==> config.mk <==
export PLATFORM = sky130hd
export DESIGN_NAME = tx_fcs_inserter
export DESIGN_NICKNAME = d
export VERILOG_FILES = /design/src/rtl/tx_fcs_pkg.sv /design/src/rtl/tx_crc32.sv /design/src/rtl/tx_pad_sel.sv /design/src/rtl/tx_fcs_inserter.sv
export SDC_FILE = /design/constraint.sdc
export NUM_CORES = 1
export LEC_CHECK = 0
export ABC_AREA = 0
export BUFFER_PORTS_ARGS = -buffer_cell sky130_fd_sc_hd__buf_2
export CAP_MARGIN = 40
export CORE_MARGIN = 2
export CORE_UTILIZATION = 35
export DETAILED_ROUTE_END_ITERATION = 8
export PLACE_DENSITY = 0.58
export SLEW_MARGIN = 20
export SYNTH_ARGS = -nofsm -noshare
export SYNTH_HDL_FRONTEND = slang
export SYNTH_HIERARCHICAL = 1
export SYNTH_SLANG_ARGS = --single-unit
==> constraint.sdc <==
create_clock -name clk_i -period 7.05 [get_ports clk_i]
set_input_delay 1.41 -clock clk_i [delete_from_list [all_inputs] [get_ports clk_i]]
set_output_delay 1.41 -clock clk_i [all_outputs]
set_load 0.01 [all_outputs]
==> src/rtl/tx_fcs_pkg.sv <==
package tx_fcs_pkg;
  localparam int unsigned HDR_BYTES   = 4;
  localparam int unsigned TYPE_OFS    = 12;
  localparam int unsigned MAC_HDR     = 14;
  localparam int unsigned FCS_BYTES   = 4;
  localparam int unsigned LEN_MAX_VAL = 1500;
  localparam logic [15:0] VLAN_TPID   = 16'h8100;
  localparam logic [31:0] CRC_POLY    = 32'hEDB88320;
  localparam logic [31:0] CRC_SEED    = 32'hFFFFFFFF;
  localparam logic [31:0] CRC_RESIDUE = 32'hDEBB20E3;

  typedef enum logic [2:0] {
    ST_BODY,
    ST_PAD,
    ST_FCS,
    ST_DROP,
    ST_STAT
  } tx_state_e;

  function automatic logic [31:0] crc_byte(input logic [31:0] c, input logic [7:0] d);
    logic [31:0] r;
    r = c ^ {24'h0, d};
    for (int i = 0; i < 8; i++) r = r[0] ? ((r >> 1) ^ CRC_POLY) : (r >> 1);
    return r;
  endfunction
endpackage

==> src/rtl/tx_crc32.sv <==
module tx_crc32
  import tx_fcs_pkg::*;
(
  input  logic        clk_i,
  input  logic        rst_ni,
  input  logic        clr_i,
  input  logic        en_i,
  input  logic [7:0]  data_i,
  output logic [31:0] crc_o,
  output logic [31:0] crc_nxt_o
);
  logic [31:0] crc_q;

  assign crc_nxt_o = en_i ? crc_byte(crc_q, data_i) : crc_q;
  assign crc_o     = crc_q;

  always_ff @(posedge clk_i or negedge rst_ni) begin
    if (!rst_ni)    crc_q <= CRC_SEED;
    else if (clr_i) crc_q <= CRC_SEED;
    else if (en_i)  crc_q <= crc_nxt_o;
  end
endmodule

==> src/rtl/tx_pad_sel.sv <==
module tx_pad_sel #(
  parameter int unsigned TGT_W     = 8,
  parameter int unsigned SHORT_PAD = 60,
  parameter int unsigned LONG_PAD  = 64
) (
  input  logic [2:0]       mode_i,
  input  logic             app_i,
  input  logic             vlan_i,
  output logic [TGT_W-1:0] tgt_o
);
  localparam logic [TGT_W-1:0] T_SHORT = TGT_W'(SHORT_PAD);
  localparam logic [TGT_W-1:0] T_LONG  = TGT_W'(LONG_PAD);

  // bit 0 enables padding; bits 2:1 pick target
  always_comb begin
    if (!app_i || !mode_i[0]) tgt_o = '0;
    else begin
      unique case (mode_i[2:1])
        2'b00:   tgt_o = T_SHORT;
        2'b10:   tgt_o = vlan_i ? T_LONG : T_SHORT;
        default: tgt_o = T_LONG;
      endcase
    end
  end
endmodule

==> src/rtl/tx_fcs_inserter.sv <==
module tx_fcs_inserter
  import tx_fcs_pkg::*;
#(
  parameter int unsigned LEN_W     = 16,
  parameter int unsigned TGT_W     = 8,
  parameter int unsigned SHORT_PAD = 60,
  parameter int unsigned LONG_PAD  = 64
) (
  input  logic             clk_i,
  input  logic             rst_ni,
  input  logic [7:0]       s_data_i,
  input  logic             s_valid_i,
  input  logic             s_last_i,
  output logic             s_ready_o,
  output logic [7:0]       m_data_o,
  output logic             m_valid_o,
  output logic             m_last_o,
  input  logic             m_ready_i,
  input  logic [2:0]       pad_mode_i,
  input  logic             crc_app_i,
  input  logic             hdr_en_i,
  input  logic             huge_en_i,
  input  logic             len_chk_i,
  input  logic [LEN_W-1:0] max_len_i,
  output logic             stat_valid_o,
  output logic [LEN_W-1:0] stat_len_o,
  output logic             stat_crc_err_o,
  output logic             stat_len_err_o,
  output logic             stat_abort_o
);
  localparam int unsigned HDR_CW = $clog2(HDR_BYTES + 1);

  tx_state_e        state_q;
  logic [HDR_CW-1:0] hdr_cnt_q;
  logic [LEN_W-1:0] body_cnt_q;
  logic [7:0]       typ_hi_q;
  logic [15:0]      typ_q;
  logic             typ_ok_q;
  logic [1:0]       fcs_idx_q;
  logic [TGT_W-1:0] pad_tgt_q;
  logic [LEN_W-1:0] pend_len_q;
  logic             pend_crc_err_q, pend_len_err_q, pend_abort_q;

  logic        in_hdr, over, s_fire, m_fire;
  logic [31:0] fcs_room, n_now, eff;
  logic        typ_at_end, typ_cur_ok, vlan, need_pad;
  logic [15:0] typ_cur;
  logic [TGT_W-1:0] pad_tgt;
  logic        len_err_now, crc_err_now;
  logic        crc_en, crc_clr;
  logic [31:0] crc_q, crc_nxt, fcs_word;

  assign in_hdr   = hdr_en_i && (32'(hdr_cnt_q) < HDR_BYTES);
  assign fcs_room = crc_app_i ? FCS_BYTES : 32'd0;
  assign over     = (state_q == ST_BODY) && !huge_en_i && !in_hdr &&
                    (32'(body_cnt_q) + 32'd1 + fcs_room > 32'(max_len_i));
  assign s_fire   = s_valid_i && s_ready_o;
  assign m_fire   = m_valid_o && m_ready_i;

  // type field may complete on the current byte
  assign typ_at_end = !in_hdr && (32'(body_cnt_q) == TYPE_OFS + 1);
  assign typ_cur_ok = typ_ok_q || typ_at_end;
  assign typ_cur    = typ_ok_q ? typ_q : {typ_hi_q, s_data_i};
  assign vlan       = typ_cur_ok && (typ_cur == VLAN_TPID);
  assign n_now      = 32'(body_cnt_q) + (in_hdr ? 32'd0 : 32'd1);

  tx_pad_sel #(
    .TGT_W    (TGT_W),
    .SHORT_PAD(SHORT_PAD),
    .LONG_PAD (LONG_PAD)
  ) u_pad_sel (
    .mode_i(pad_mode_i),
    .app_i (crc_app_i),
    .vlan_i(vlan),
    .tgt_o (pad_tgt)
  );

  assign need_pad    = 32'(pad_tgt) > n_now;
  assign eff         = need_pad ? 32'(pad_tgt) : n_now;
  assign len_err_now = len_chk_i && typ_cur_ok && (32'(typ_cur) <= LEN_MAX_VAL) &&
                       (32'(typ_cur) + MAC_HDR + (crc_app_i ? 32'd0 : FCS_BYTES) != eff);

  assign crc_en  = ((state_q == ST_BODY) && s_fire && !in_hdr && !over) ||
                   ((state_q == ST_PAD) && m_fire);
  assign crc_clr = (state_q == ST_STAT);

  tx_crc32 u_crc (
    .clk_i    (clk_i),
    .rst_ni   (rst_ni),
    .clr_i    (crc_clr),
    .en_i     (crc_en),
    .data_i   ((state_q == ST_PAD) ? 8'h00 : s_data_i),
    .crc_o    (crc_q),
    .crc_nxt_o(crc_nxt)
  );

  assign crc_err_now = !crc_app_i && (crc_nxt != CRC_RESIDUE);
  assign fcs_word    = ~crc_q;

  always_comb begin
    s_ready_o = 1'b0;
    m_valid_o = 1'b0;
    m_data_o  = 8'h00;
    m_last_o  = 1'b0;
    unique case (state_q)
      ST_BODY: begin
        s_ready_o = over ? 1'b1 : m_ready_i;
        m_valid_o = s_valid_i && !over;
        m_data_o  = s_data_i;
        m_last_o  = s_last_i && !crc_app_i;
      end
      ST_PAD: m_valid_o = 1'b1;
      ST_FCS: begin
        m_valid_o = 1'b1;
        m_data_o  = fcs_word[{fcs_idx_q, 3'b000} +: 8];
        m_last_o  = (fcs_idx_q == 2'd3);
      end
      ST_DROP: s_ready_o = 1'b1;
      default: ;
    endcase
  end

  always_ff @(posedge clk_i or negedge rst_ni) begin
    if (!rst_ni) begin
      state_q        <= ST_BODY;
      hdr_cnt_q      <= '0;
      body_cnt_q     <= '0;
      typ_hi_q       <= '0;
      typ_q          <= '0;
      typ_ok_q       <= 1'b0;
      fcs_idx_q      <= '0;
      pad_tgt_q      <= '0;
      pend_len_q     <= '0;
      pend_crc_err_q <= 1'b0;
      pend_len_err_q <= 1'b0;
      pend_abort_q   <= 1'b0;
    end else begin
      unique case (state_q)
        ST_BODY: if (s_fire) begin
          if (in_hdr) hdr_cnt_q <= hdr_cnt_q + 1'b1;
          else if (!over) begin
            body_cnt_q <= body_cnt_q + 1'b1;
            if (32'(body_cnt_q) == TYPE_OFS) typ_hi_q <= s_data_i;
            if (typ_at_end) begin
              typ_q    <= {typ_hi_q, s_data_i};
              typ_ok_q <= 1'b1;
            end
          end
          if (over) begin
            pend_len_q     <= body_cnt_q;
            pend_crc_err_q <= 1'b0;
            pend_len_err_q <= 1'b0;
            pend_abort_q   <= 1'b1;
            state_q        <= s_last_i ? ST_STAT : ST_DROP;
          end else if (s_last_i) begin
            pend_len_q     <= LEN_W'(eff + fcs_room);
            pend_crc_err_q <= crc_err_now;
            pend_len_err_q <= len_err_now;
            pend_abort_q   <= 1'b0;
            pad_tgt_q      <= pad_tgt;
            state_q        <= need_pad ? ST_PAD : (crc_app_i ? ST_FCS : ST_STAT);
          end
        end
        ST_PAD: if (m_fire) begin
          body_cnt_q <= body_cnt_q + 1'b1;
          if (32'(body_cnt_q) + 32'd1 >= 32'(pad_tgt_q)) state_q <= ST_FCS;
        end
        ST_FCS: if (m_fire) begin
          fcs_idx_q <= fcs_idx_q + 1'b1;
          if (fcs_idx_q == 2'd3) state_q <= ST_STAT;
        end
        ST_DROP: if (s_fire && s_last_i) state_q <= ST_STAT;
        default: begin
          hdr_cnt_q  <= '0;
          body_cnt_q <= '0;
          typ_ok_q   <= 1'b0;
          fcs_idx_q  <= '0;
          state_q    <= ST_BODY;
        end
      endcase
    end
  end

  assign stat_valid_o   = (state_q == ST_STAT);
  assign stat_len_o     = pend_len_q;
  assign stat_crc_err_o = pend_crc_err_q;
  assign stat_len_err_o = pend_len_err_q;
  assign stat_abort_o   = pend_abort_q;

  // FCS never starts before the pad target is reached
  a_r1_pad_reached: assert property (@(posedge clk_i) disable iff (!rst_ni)
    (state_q == ST_FCS) |-> (32'(body_cnt_q) >= 32'(pad_tgt_q)));

  // appended FCS stays inside the limit when the pad target fits
  a_r8_limit_kept: assert property (@(posedge clk_i) disable iff (!rst_ni)
    (!huge_en_i && (state_q == ST_FCS) && (32'(max_len_i) >= LONG_PAD + FCS_BYTES))
      |-> (32'(body_cnt_q) + FCS_BYTES <= 32'(max_len_i)));

  // single-cycle status pulse
  a_r11_stat_pulse: assert property (@(posedge clk_i) disable iff (!rst_ni)
    stat_valid_o |=> !stat_valid_o);

  // status follows the final output byte
  a_r11_stat_after_last: assert property (@(posedge clk_i) disable iff (!rst_ni)
    (m_valid_o && m_ready_i && m_last_o) |=> stat_valid_o);

  // generated bytes held under back-pressure
  a_r12_hold_gen: assert property (@(posedge clk_i) disable iff (!rst_ni)
    ((state_q == ST_PAD || state_q == ST_FCS) && m_valid_o && !m_ready_i)
      |=> (m_valid_o && $stable(m_data_o)));
endmodule

; ---- Yosys cells after proc, flatten, opt, wreduce, memory -nomap -nowiden
; Cells that the tools add are included.
[word_totals]
regBits = 108
input_bits = 36
out_inout_bits = 31
[op_classes]
addsub = 9
order_cmp = 5
n_eq_ne = 22
shifts = 1
muxes = 60
bitwise_logic = 15
reduce_logical = 44
[ops]
columns = op, count
row1 = $mux 32, 11
row2 = $mux 16, 7
row3 = $not 13->14, 8
row4 = $pmux 16 s3, 1
row5 = $mux 3, 15
row6 = $add 32x3->32, 1
row7 = $eq 16x4->1 const B, 2
row8 = $gt 32x16->1, 1
row9 = $ne 32x32->1 const B, 1
row10 = $not 32->32, 1
row11 = $pmux 8 s2, 2
row12 = $shiftx 32x6->8, 1
row13 = $xor 32x8->32, 1
row14 = $reduce_and 5->1, 4
row15 = $logic_and 1x1->1, 19
row16 = $add 17x3->18, 1
row17 = $ne 18x17->1, 1
row18 = $ne 2x2->1 const B, 9
row19 = $add 16x1->17, 1
row20 = $add 16x1->17 const B, 1
row21 = $add 16x4->17 const B, 1
row22 = $ge 17x8->1, 1
row23 = $gt 8x17->1, 1
row24 = $mux 17, 1
row25 = other kinds (33), 64

; ---- Depth between registers and ports, before layout
; Gate-level depths: netlist (run 1).
[depth]
word_depth = 24
mapped_depth = 30

; ---- By module
; Netlist (run 1), hierarchy kept.
[by_module_without_submodules]
columns = module, n_inst, cells_per_inst, area_each_um2, seq_area_each_um2
row1 = tx_fcs_inserter, 1, 821, 7250.7, 1901.8
row2 = tx_crc32, 1, 196, 2306.0, 840.8
row3 = tx_pad_sel, 1, 11, 72.6, 0.0

; ---- Worst setup path before layout (run 1)
; OpenSTA, ideal clock, no wires.
[synth_timing]
path_kind = input to register
from = in crc_app_i
to = reg pend_crc_err_q, in the netlist stat_crc_err_o
setup_time_ps = 121
arrival_ps = 6443
required_time_ps = 6929
path_slack_ps = 486
stages = 24
n_path_buf = 4
path_cell_list = ha_1 > ha_1 > nand4_1 > or4_4 > nor3_1 > xnor2_1 > ha_1 > nand4_1 > or2_2 > nor3_1 > nor2_1 > nor3_1 > a21o_1 > buf_6 > nand3_1 > inv_2 > clkbuf_1 > clkbuf_1 > clkbuf_1 > a21o_1 > nand4b_1 > nor4_1 > a41oi_1 > a22o_1
[synth_between]
elab_chain_len = 16
[synth_rtl]
columns = element, line
row1 = start: declaration, tx_fcs_inserter.sv:20  ; input logic crc_app_i,
row2 = $mux 3 *, tx_fcs_inserter.sv:54  ; assign fcs_room = crc_app_i ? FCS_BYTES : 32'd0;
row3 = $add 32x3->32 *, tx_fcs_inserter.sv:56  ; (32'(body_cnt_q) + 32'd1 + fcs_room > 32'(max_len_i));
row4 = $gt 32x16->1 *, tx_fcs_inserter.sv:56
row5 = $logic_and 1x1->1 *, tx_fcs_inserter.sv:55  ; assign over = (state_q == ST_BODY) && !huge_en_i && !in_hdr &&
row6 = $mux 1, tx_fcs_inserter.sv:107  ; s_ready_o = over ? 1'b1 : m_ready_i;
row7 = $pmux 1 s2, tx_fcs_inserter.sv:105  ; unique case (state_q)
row8 = $logic_and 1x1->1, tx_fcs_inserter.sv:57  ; assign s_fire = s_valid_i && s_ready_o;
row9 = $logic_and 1x1->1 (3 in series), tx_fcs_inserter.sv:83  ; assign crc_en = ((state_q == ST_BODY) && s_fire && !in_hdr && !over) ||
row10 = $logic_or 1x1->1 *, tx_fcs_inserter.sv:83
row11 = via crc_en, tx_fcs_inserter.sv:50  ; logic crc_en, crc_clr;
row12 = $mux 32 *, tx_crc32.sv:14  ; assign crc_nxt_o = en_i ? crc_byte(crc_q, data_i) : crc_q;
row13 = via crc_nxt[21], tx_fcs_inserter.sv:51  ; logic [31:0] crc_q, crc_nxt, fcs_word;
row14 = $ne 32x32->1 *, tx_fcs_inserter.sv:97  ; assign crc_err_now = !crc_app_i && (crc_nxt != CRC_RESIDUE);
row15 = $logic_and 1x1->1 *, tx_fcs_inserter.sv:97
row16 = $mux 1 *, tx_fcs_inserter.sv:155  ; end else if (s_last_i) begin
row17 = $mux 1 *, tx_fcs_inserter.sv:149  ; if (over) begin
row18 = end signal: assignment, tx_fcs_inserter.sv:157  ; pend_crc_err_q <= crc_err_now;
row19 = end: declaration, tx_fcs_inserter.sv:42  ; logic pend_crc_err_q, pend_len_err_q, pend_abort_q;
; Mark *: on every way through the listed nets, which the timed path passes. The rest lies on a longest branch. The select of a mux whose other input is x is not followed.
; A chain may end at the register's enable or synchronous reset.

; ---- Worst setup path in the final report (run 1)
[layout_timing]
from = reg body_cnt_q[4]
to = out m_valid_o
[layout_between]
elab_chain_len = 7
[layout_rtl]
columns = element, line
row1 = start: declaration, tx_fcs_inserter.sv:35  ; logic [LEN_W-1:0] body_cnt_q;
row2 = start signal: assignment, tx_fcs_inserter.sv:142  ; body_cnt_q <= body_cnt_q + 1'b1;
row3 = start signal: assignment, tx_fcs_inserter.sv:165  ; body_cnt_q <= body_cnt_q + 1'b1;
row4 = $add 16x1->17, tx_fcs_inserter.sv:56
row5 = $add 32x3->32, tx_fcs_inserter.sv:56
row6 = $gt 32x16->1, tx_fcs_inserter.sv:56
row7 = $logic_and 1x1->1, tx_fcs_inserter.sv:55
row8 = $logic_not 1->1, -
row9 = $logic_and 1x1->1, tx_fcs_inserter.sv:108  ; m_valid_o = s_valid_i && !over;
row10 = $pmux 1 s2, tx_fcs_inserter.sv:105
row11 = end: declaration, tx_fcs_inserter.sv:16  ; output logic m_valid_o,
; No other way between the ends.

==> results of run 1 <==
-- power breakdown --
part / leakage (uW) / switching [uW] / internal (uW)
sequential: 0.00134 / 254 / 918
combinational: 0.00315 / 1800 / 1590
clock: 0.000159 / 284 / 278
total: 0.00465 / 2330 / 2780
-- final cells by class --
class                      instances  area (um^2)  share of cell area, %
multi-input combinational        808         6395                  59.83
inverter                          52        195.2                  1.826
tap                              341        426.7                  3.992
sequential                       108         2745                  25.68
clock inverter                     6        72.57                 0.6790
timing repair buffer              98        603.1                  5.643
clock buffer                      10        250.2                  2.341
-- worst max-delay path: cells and delay by family (launching register included) --
| kind | cells | cell delay (ns) |
|---|---|---|
| flops | 1 | 0.60 |
| simple gates | 11 | 3.11 |
| xor+xnor | 2 | 0.28 |
| buf+inv | 2 | 0.33 |
| fa+ha+maj | 1 | 0.30 |
| compound gates | 2 | 0.20 |
-- state kept, by name, summed over array words and instances (netlist names) --
register        cells
stat_len_o         16
body_cnt_q         16
state_q             3
typ_hi_q            8
fcs_idx_q           2
pad_tgt_q           8
stat_abort_o        1
stat_len_err_o      1
u_crc/crc_o        32
typ_ok_q            1
typ_q              16
stat_crc_err_o      1
hdr_cnt_q           3
-- stage by stage --
step	worst slack, ns	hold WS (ns)	instances	power (uW)	instance area [um^2]
floorplan	0.4859	0.4629	1030	3704	9637
global placement	0.3330	0.4824	1402	4529	10290
detailed placement	0.3657	0.4820	1404	4511	10320
CTS	0.4793	0.5014	1420	5106	10640
global route	0.007033	0.5270	1423	5512	10690
finish	0.4510	0.4918	1423	5115	10690
-- layout by cell type (no fill, tap or decap), drive strengths merged, types with 8 or more instances in the layout --
cell       n
buf       98
o211ai     8
a31oi      9
mux2      56
o2bb2ai    8
nor3      24
nand4     21
dfstp     32
mux2i     25
nor2      55
nor2b     21
a211oi    18
ha        47
nand3     49
a21oi     33
nand4b     9
nor4      19
nand2     56
xor2      32
xnor2    100
dfrtp     76
nand2b    25
inv       57
a211o      9
o21ai     37
a21o      21
clkbuf    10
mux4       8
and3      10
-- metal layers --
layer / track usage, % / up-vias / share of wire, %
met4: 5.351 / 0 / 2.1
met1: 28.38 / 3906 / 46
met3: 3.488 / 45 / 5.6
met5: 0 / - / 0
li1: - / 3828 / -
met2: 33.74 / 245 / 46
-- Yosys cell counts, drive strengths merged, types with 7 or more instances --
library cell	n
a211o	9
a211oi	18
a21o	21
a21oi	33
a31oi	9
and3	10
buf	31
clkbuf	31
dfrtp	76
dfstp	32
ha	47
inv	52
mux2	56
mux2i	25
mux4	8
nand2	56
nand2b	25
nand3	49
nand4	21
nand4b	9
nor2	55
nor2b	21
nor3	24
nor4	19
o211ai	8
o21ai	37
o2bb2ai	8
or3	7
or4	7
xnor2	100
xor2	32
-- logic make-up after synthesis --
family,synth area share [%]
XOR/XNOR,14.88
AO/OA/AOI/OAI,14.58
flip-flops,28.48
AND/OR/NAND/NOR,19.20
other,0.03894
adder cells (fa/ha/maj),6.315
multiplexers,11.17
buffers and inverters,5.327
-- worst paths after layout --
path / start / to / slack [ns]
max in group asynchronous: rst_ni / body_cnt_q[2] / 5.15
min: stat_abort_o / stat_abort_o / 0.49
max: body_cnt_q[4] / m_valid_o / 0.45
min in group asynchronous: rst_ni / stat_len_o[3] / 0.96
max reg2reg: body_cnt_q[4] / stat_crc_err_o / 0.82
min reg2reg: stat_abort_o / stat_abort_o / 0.49
==> run_results.csv, run 1 <==
group,metric,value,unit
outcome,outcome,"complete, no violations",
finish,layout.nets,1161,
logic_synthesis,avgSynthCellArea,9.367,um^2
cts,hold_buffers,0,
finish,drive_above_1_share,23.20,%
logic_synthesis,syn-cell-area,0.009629,mm^2
die,rows,60,
cts,post_cts_buffers,0,
grt,grt_usage,20.66,%
grt,grt_pass1_wl,46170,um
sta,finalSetupTns,0,ns
detailed_routing,ant_nets,0,
detailed_routing,drtIter0Drc,631,
die,io_pins,67,
critical_path,max_stage_delay,0.60,ns
critical_path,required,5.64,ns
logic_synthesis,synth_ff_type,"dfrtp_1",
grt,grt_pass1_vias,8051,
critical_path,critPathLaunchType,"flop",
cts,cts.sinks,108,
sta,worstMarginPinSlew,0.8494,ns
power_and_ir_drop,power.density,478.6,mW/mm^2
cts,clk_latency,0.37,ns
cts,numCtsBuffers,9,
sta,max_clock_freq,0.1515,GHz
die,dieHeight,169.9,um
grt,antenna_found_initial,0,
finish,final_util,39.66,%
critical_path,critPathArrivalTime,5.19,ns
cts,cts_max_level,3,
detailed_routing,num_vias,8024,
detailed_routing,route.detailed.drc,0,
cts,cts_buffer_depth,2,
hold_path,holdPathStages,1,
sta,period_share,93.60,%
detailed_routing,post_drt_wl_per_cell,20.21,um
critical_path,r2r_cells,22,
sta,setup_viol,0,
grt,grt_max_degree,47,
placed_design,io_buffers,66,
critical_path,cp-end-kind,"primary output",
cts,cts_tree,"built",
die,dieArea,0.02885,mm^2
logic_synthesis,yosys-top-cells-area,"dfrtp_1 (20%), dfstp_2 (8.7%), xnor2_1 (7.9%)",
cts,post_cts_resized,0,
logic_synthesis,syn-instance-count,1028,
cts,path_clk_slew,0.08,ns
logic_synthesis,ys_warn_count,6,
logic_synthesis,synth-edff-count,0,
power_and_ir_drop,p_leak,0.004649,uW
hold_path,hold_class,"flop to flop",
sta,hold_viol_final,0,
critical_path,path_class,"flop to primary output",
sta,fin_skew,0.01518,ns
logic_synthesis,synth_top_area_share,19.75,%
die,core_area,0.02695,mm^2
power_and_ir_drop,max-vdd-ir-drop,362.5,uV
detailed_routing,drt-vias-per-instance,5.639,
logic_synthesis,synth-seq-cells,108,
detailed_routing,finalWirelength,28750,um
sta,slew_viol_final,0,
critical_path,cp_common_cell,"nor3_1",
sta,layout_min_cycle_time,6.599,ns
critical_path,worstPathMaxFanout,12,
cts,clk_root_buffer_cell,"clkbuf_16",
die,dieWidth,169.9,um
detailed_routing,dr.pass1.iters,7,
placed_design,place_hpwl,22240,um
finish,fillers,2663,
grt,overflow,0,
logic_synthesis,async_flop_share,100.0,%
logic_synthesis,seq_area_frac_synth,28.48,%
die,floorplan.initialDensity,35.73,%
sta,slew_headroom,43.31,%
finish,antennaDiodeCount,0,
logic_synthesis,synth_cell_types,93,
finish,area_growth,10.99,%
sta,rsz0062_at_grt,"no",
placed_design,place.gp.congestion,0.9204,
critical_path,slowest_stage,"dfrtp_1",
job,max_cap_violations,0,
critical_path,crit_chain,"nand3_2 -> nor3_1 -> xnor2_1 -> or3_4 -> or4_4 -> nor3_1 -> xnor2_1 -> ha_1 -> nand4_1 -> or2_2 -> nor3_1 -> nor2_1 -> nor3_1 -> buf_4 -> a21oi_2 -> o21ai_0 -> and3_1 -> buf_2",
logic_synthesis,yosysTopAreaCell,"dfrtp_1",
Note: power is estimated with default switching activity, not from simulation.
==> run 2: changes to the inputs <==
--- a/config.mk
+++ b/config.mk
@@ -10,7 +10,9 @@
 export CAP_MARGIN = 40
 export CORE_MARGIN = 2
 export CORE_UTILIZATION = 35
+export CTS_CLUSTER_SIZE = 30
 export DETAILED_ROUTE_END_ITERATION = 8
+export GPL_TIMING_DRIVEN = 0
 export PLACE_DENSITY = 0.58
 export SLEW_MARGIN = 20
 export SYNTH_ARGS = -nofsm -noshare
==> run 2 against run 1 <==
Compared with the run above:
- sequential power decreased by 5%
- maximum frequency decreased by 3.0%
- register-to-register slack got worse by 0.46 ns
- clock power decreased by 3.7%
- clock-buffer cell count decreased by 1
- first-iteration DRC count increased by 6.3%
- wire length increased by 0.94%
- global-route usage decreased by 0.080 points
- cell area increased by 1.8%
- die area unchanged
- combinational power increased by 1%
- sequential cell count unchanged
- highest routed layer unchanged
==> run_results.csv, run 2 (same netlist as run 1, synthesis figures left out) <==
group,metric,value,unit
outcome,outcome,"complete, no violations",
sta,layout_min_cycle_time,6.804,ns
placed_design,place.gp.congestion,0.9441,
critical_path,path_class,"input port to primary output",
sta,period_share,96.51,%
die,dieWidth,169.9,um
finish,antennaDiodeCount,0,
finish,drive_above_1_share,23.60,%
detailed_routing,finalWirelength,29020,um
detailed_routing,route.detailed.drc,0,
cts,cts.sinks,108,
finish,final_util,40.35,%
cts,cts_max_level,3,
placed_design,place_hpwl,22690,um
power_and_ir_drop,power.density,466.7,mW/mm^2
detailed_routing,post_drt_wl_per_cell,20.00,um
critical_path,crit_chain,"buf_6 -> ha_1 -> ha_1 -> nand4_1 -> or4_4 -> nor3_2 -> xnor2_1 -> ha_1 -> nand4_1 -> or2_4 -> nor3_4 -> a211oi_2 -> nor3_4 -> a21oi_4 -> buf_4 -> buf_4 -> o21ai_0 -> o21ai_1 -> buf_2",
detailed_routing,dr.pass1.iters,5,
die,core_area,0.02695,mm^2
grt,grt_pass1_vias,7924,
cts,hold_buffers,0,
grt,grt_usage,20.58,%
critical_path,worstPathMaxFanout,10,
cts,path_clk_slew,0.08,ns
grt,grt_pass1_wl,45970,um
sta,slew_headroom,44.21,%
critical_path,max_stage_delay,0.61,ns
power_and_ir_drop,finalPower,5075,uW
die,dieArea,0.02885,mm^2
detailed_routing,dr_wl_met2,13360,um
sta,hold_viol_final,0,
die,floorplan.initialDensity,35.73,%
sta,fin_skew,0.01314,ns
grt,antenna_found_initial,0,
detailed_routing,highest-signal-layer,"met4",
die,io_pins,67,
sta,rsz0062_at_grt,"no",
critical_path,critPathArrivalTime,5.39,ns
finish,largest_register_ffs,32,
hold_path,hold_class,"flop to flop",
finish,final_cell_mix,"xnor2_1 (84), dfrtp_1 (75), buf_2 (68), nand2_1 (54), nor2_1 (54)",
grt,grt_max_degree,63,
cts,cts_tree,"built",
power_and_ir_drop,p_leak,0.004711,uW
detailed_routing,ant_nets,0,
finish,area_growth,12.94,%
critical_path,cp_common_cell,"ha_1",
detailed_routing,wl_met3,1702,um
sta,slew_viol_final,0,
grt,overflow,0,
placed_design,dp.cells,1434,
sta,max_clock_freq,0.1470,GHz
detailed_routing,num_vias,8152,
finish,stdcell_count,1451,
finish,layout.nets,1189,
cts,post_cts_buffers,0,
job,max_cap_violations,0,
detailed_routing,drtIter0Drc,671,
critical_path,critPathLaunchType,"input port",
die,dieHeight,169.9,um
placed_design,post-place-ws,-1.550,ns
placed_design,io_buffers,62,
cts,clk_root_buffer_cell,"clkbuf_16",
critical_path,required,5.64,ns
detailed_routing,met1_length,13500,um
sta,setup_viol,0,
critical_path,cp-end-kind,"primary output",
sta,holdWs,0.4884,ns
cts,numCtsBuffers,9,
cts,cts_buffer_depth,2,
cts,clk_latency,0.37,ns
finish,layout_commonest_cell,"xnor2_1",
sta,setup_slack,0.2460,ns
sta,worstMarginPinSlew,0.8309,ns
die,rows,60,
critical_path,slowest_stage,"or4_4",
power_and_ir_drop,max-vdd-ir-drop,332.0,uV
detailed_routing,drt-vias-per-instance,5.618,
==> run 2: changes by cell type in the layout (fill, tap and decap cells not counted), sizes merged <==
| cell | previous run | this run |
|---|---|---|
| buf | 98 | 94 |
| clkbuf | 10 | 41 |
| clkinv | 1 | 2 |
==> run 2: timing repair <==
item	4_1_cts	5_1_grt
resized for setup	16	26
pin swaps	1	4
setup endpoints to repair	9	12
==> run 2: cell type report <==
cell class	instances	area, um^2
plain buffers	62	336.6
flip-flops and latches	108	2744
multi-input cells	808	6514
clock inverters	7	76.32
clock buffers	9	225.2
repair buffers	64	355.3
fillers	2723	16080
inverters	52	197.7
well taps	341	426.7
==> run 2: per-layer routing <==
| layer | GRT usage, % | vias to the layer above |
|---|---|---|
| li1 | - | 3881 |
| met1 | 28.88 | 3977 |
| met2 | 33.56 | 263 |
| met3 | 2.581 | 31 |
| met4 | 5.388 | 0 |
| met5 | 0 | - |
==> run 2: where the power goes <==
part | internal, uW | switching, uW
clock network | 255 | 286
logic | 1590 | 1830
registers | 917 | 193
total | 2760 | 2310
==> run 2: through the flow <==
step / setup TNS, ns / area (um^2)
2_1_floorplan: 0 / 9637
3_3_place_gp: -5.331 / 10370
3_5_place_dp: -5.478 / 10410
4_1_cts: 0 / 10770
5_1_grt: 0 / 10880
6_report: 0 / 10880
==> run 2: worst paths after layout <==
| kind | from | end | slack, ns | cells past startpoint |
|---|---|---|---|---|
| min in group asynchronous | rst_ni | body_cnt_q[8] | 1.04 | 1 |
| setup reg to reg | body_cnt_q[4] | stat_crc_err_o | 0.36 | 27 |
| max in group asynchronous | rst_ni | u_crc/crc_o[3] | 5.28 | 2 |
| hold reg to reg | stat_abort_o | stat_abort_o | 0.49 | 1 |
| setup / recovery | crc_app_i | s_ready_o | 0.25 | 19 |
| hold / removal | stat_abort_o | stat_abort_o | 0.49 | 1 |
==> run 2: worst max-delay path: cells and delay by family <==
kind	cells	cell delay, ns
XOR/XNOR	1	0.09
adder cells (fa/ha/maj)	3	0.69
AO/OA/AOI/OAI	4	0.52
AND/OR/NAND/NOR	7	1.91
buffers and inverters	4	0.77
==> run 3: changes to the inputs <==
--- a/config.mk
+++ b/config.mk
@@ -8,12 +8,13 @@
 export ABC_AREA = 0
 export BUFFER_PORTS_ARGS = -buffer_cell sky130_fd_sc_hd__buf_2
 export CAP_MARGIN = 40
-export CORE_MARGIN = 2
+export CORE_MARGIN = 8
 export CORE_UTILIZATION = 35
 export CTS_CLUSTER_SIZE = 30
 export DETAILED_ROUTE_END_ITERATION = 8
 export GPL_TIMING_DRIVEN = 0
 export PLACE_DENSITY = 0.58
+export SKIP_CTS_REPAIR_TIMING = 1
 export SLEW_MARGIN = 20
 export SYNTH_ARGS = -nofsm -noshare
 export SYNTH_HDL_FRONTEND = slang
==> run 3 against run 2 <==
Compared with the run above:
- non-clock buffer count increased by 8
- via count increased by 0.12%
- power decreased by 0.24%
- setup slack improved by 0.067 ns
- cell area increased by 0.52%
==> run_results.csv, run 3 (same netlist as run 1, synthesis figures left out) <==
group,metric,value,unit
sta,slew_viol_final,0,
cts,cts_max_level,3,
grt,grt_max_degree,68,
critical_path,r2r_end,"stat_crc_err_o",
critical_path,r2r_cells,27,
finish,regArea,0.002744,mm^2
finish,area_growth,13.53,%
finish,drive_above_1_share,23.97,%
die,dieWidth,181.9,um
die,floorplan.initialDensity,35.73,%
finish,final_cell_mix,"xnor2_1 (84), dfrtp_1 (75), buf_2 (67), nor2_1 (54), nand2_1 (53)",
sta,layout_min_cycle_time,6.738,ns
die,rows,60,
grt,grt_pass1_vias,8078,
sta,hold_viol_final,0,
die,dieArea,0.03307,mm^2
die,core_area,0.02695,mm^2
sta,slew_headroom,44.69,%
cts,clk_root_buffer_cell,"clkbuf_16",
power_and_ir_drop,max-vdd-ir-drop,390.0,uV
cts,cts_tree,"built",
grt,grt_usage,17.61,%
sta,setup_slack,0.3125,ns
sta,holdWs,0.4942,ns
placed_design,place_area,0.01041,mm^2
detailed_routing,post_drt_wl_per_cell,19.94,um
grt,met1_usage,23.89,%
placed_design,io_buffers,62,
cts,path_clk_slew,0.08,ns
placed_design,place_hpwl,22920,um
critical_path,cp-end-kind,"flop",
detailed_routing,drtIter0Drc,682,
sta,period_share,95.57,%
cts,numCtsBuffers,9,
sta,setup_viol,0,
grt,overflow,0,
finish,layout.nets,1197,
critical_path,critPathLaunchType,"input port",
critical_path,max_stage_delay,0.62,ns
grt,busiest_layer,"met2",
sta,worstMarginPinSlew,0.8297,ns
detailed_routing,ant_nets,0,
power_and_ir_drop,p_leak,0.004751,uW
cts,cts.sinks,108,
detailed_routing,num_vias,8162,
detailed_routing,route.detailed.drc,0,
critical_path,worstPathMaxFanout,10,
critical_path,r2r-start,"body_cnt_q[0]",
detailed_routing,drt-vias-per-instance,5.590,
critical_path,crit_start,"crc_app_i",
finish,fillers,2691,
critical_path,required,7.30,ns
hold_path,holdPathStages,1,
sta,max_clock_freq,0.1484,GHz
power_and_ir_drop,power.density,463.2,mW/mm^2
sta,rsz0062_at_grt,"no",
grt,grt_pass1_wl,46450,um
finish,final_area,0.01093,mm^2
placed_design,post-place-ws,-1.563,ns
finish,layout_commonest_cell,"xnor2_1",
die,dieHeight,181.9,um
hold_path,hold_class,"flop to flop",
finish,multi_input_area,0.006519,mm^2
cts,clk_latency,0.37,ns
critical_path,critPathArrivalTime,6.99,ns
outcome,outcome,"complete, no violations",
detailed_routing,dr.pass1.iters,5,
critical_path,worstSetupEndpoint,"stat_crc_err_o",
placed_design,place.gp.congestion,0.9106,
grt,antenna_found_initial,2,
detailed_routing,finalWirelength,29110,um
job,max_cap_violations,0,
finish,largest_register_ffs,32,
die,io_pins,67,
grt,use_met2,28.52,%
critical_path,path_class,"input port to flop",
cts,cts_buffer_depth,2,
grt,met3_usage,3.094,%
sta,fin_skew,0.01740,ns
critical_path,slowest_stage,"or4_4",
critical_path,rrSetupSlack,0.37,ns
==> run 3: metal layers <==
layer / up-vias / share of wire, %
met4: 2 / 1.6
met5: - / 0.027
met2: 268 / 46
met3: 33 / 6.4
li1: 3898 / -
met1: 3961 / 46
==> run 3: per-stage QoR <==
stage	utilization [%]	std cells	total power, uW	setup TNS [ns]
floorplan	-	1030	3704	0
detailed placement	38.64	1434	4493	-5.371
global placement	38.49	1433	4462	-5.097
global route	40.56	1460	5431	0
CTS	39.72	1450	5037	-2.600
finish	40.56	1460	5063	0
==> run 3: power breakdown <==
| part | internal (uW) | switching, uW |
|---|---|---|
| registers | 917 | 189 |
| logic | 1590 | 1850 |
| clock network | 251 | 268 |
| total | 2760 | 2310 |
==> run 3: worst min path at each step <==
stage | slack, ns | end | from
after floorplan | 0.46 | hdr_cnt_q[0] | hdr_cnt_q[0]
after global placement | 0.48 | stat_abort_o | stat_abort_o
after detailed placement | 0.48 | stat_abort_o | stat_abort_o
after CTS | 0.50 | stat_abort_o | stat_abort_o
after global routing | 0.52 | typ_q[15] | typ_q[15]
final | 0.49 | stat_abort_o | stat_abort_o
==> run 3: worst max-delay path: cells and delay by family <==
family | cells | cell delay, ns
AOI/OAI and AO/OA | 4 | 0.73
buffers and inverters | 7 | 1.47
xor gates and xnor gates | 1 | 0.10
and+or+nand+nor | 11 | 2.56
adders and majority gates | 3 | 0.69
==> run 3: cell type report <==
cell class | count | share of cell area, %
Timing Repair Buffer | 73 | 3.869
Inverter | 52 | 1.786
Clock buffer | 10 | 2.095
Multi-Input combinational cell | 808 | 59.63
Sequential cell | 108 | 25.10
Tap cell | 341 | 3.903
Clock inverter | 6 | 0.5723
Buffer | 61 | 3.022
Antenna cell | 1 | 0.02289
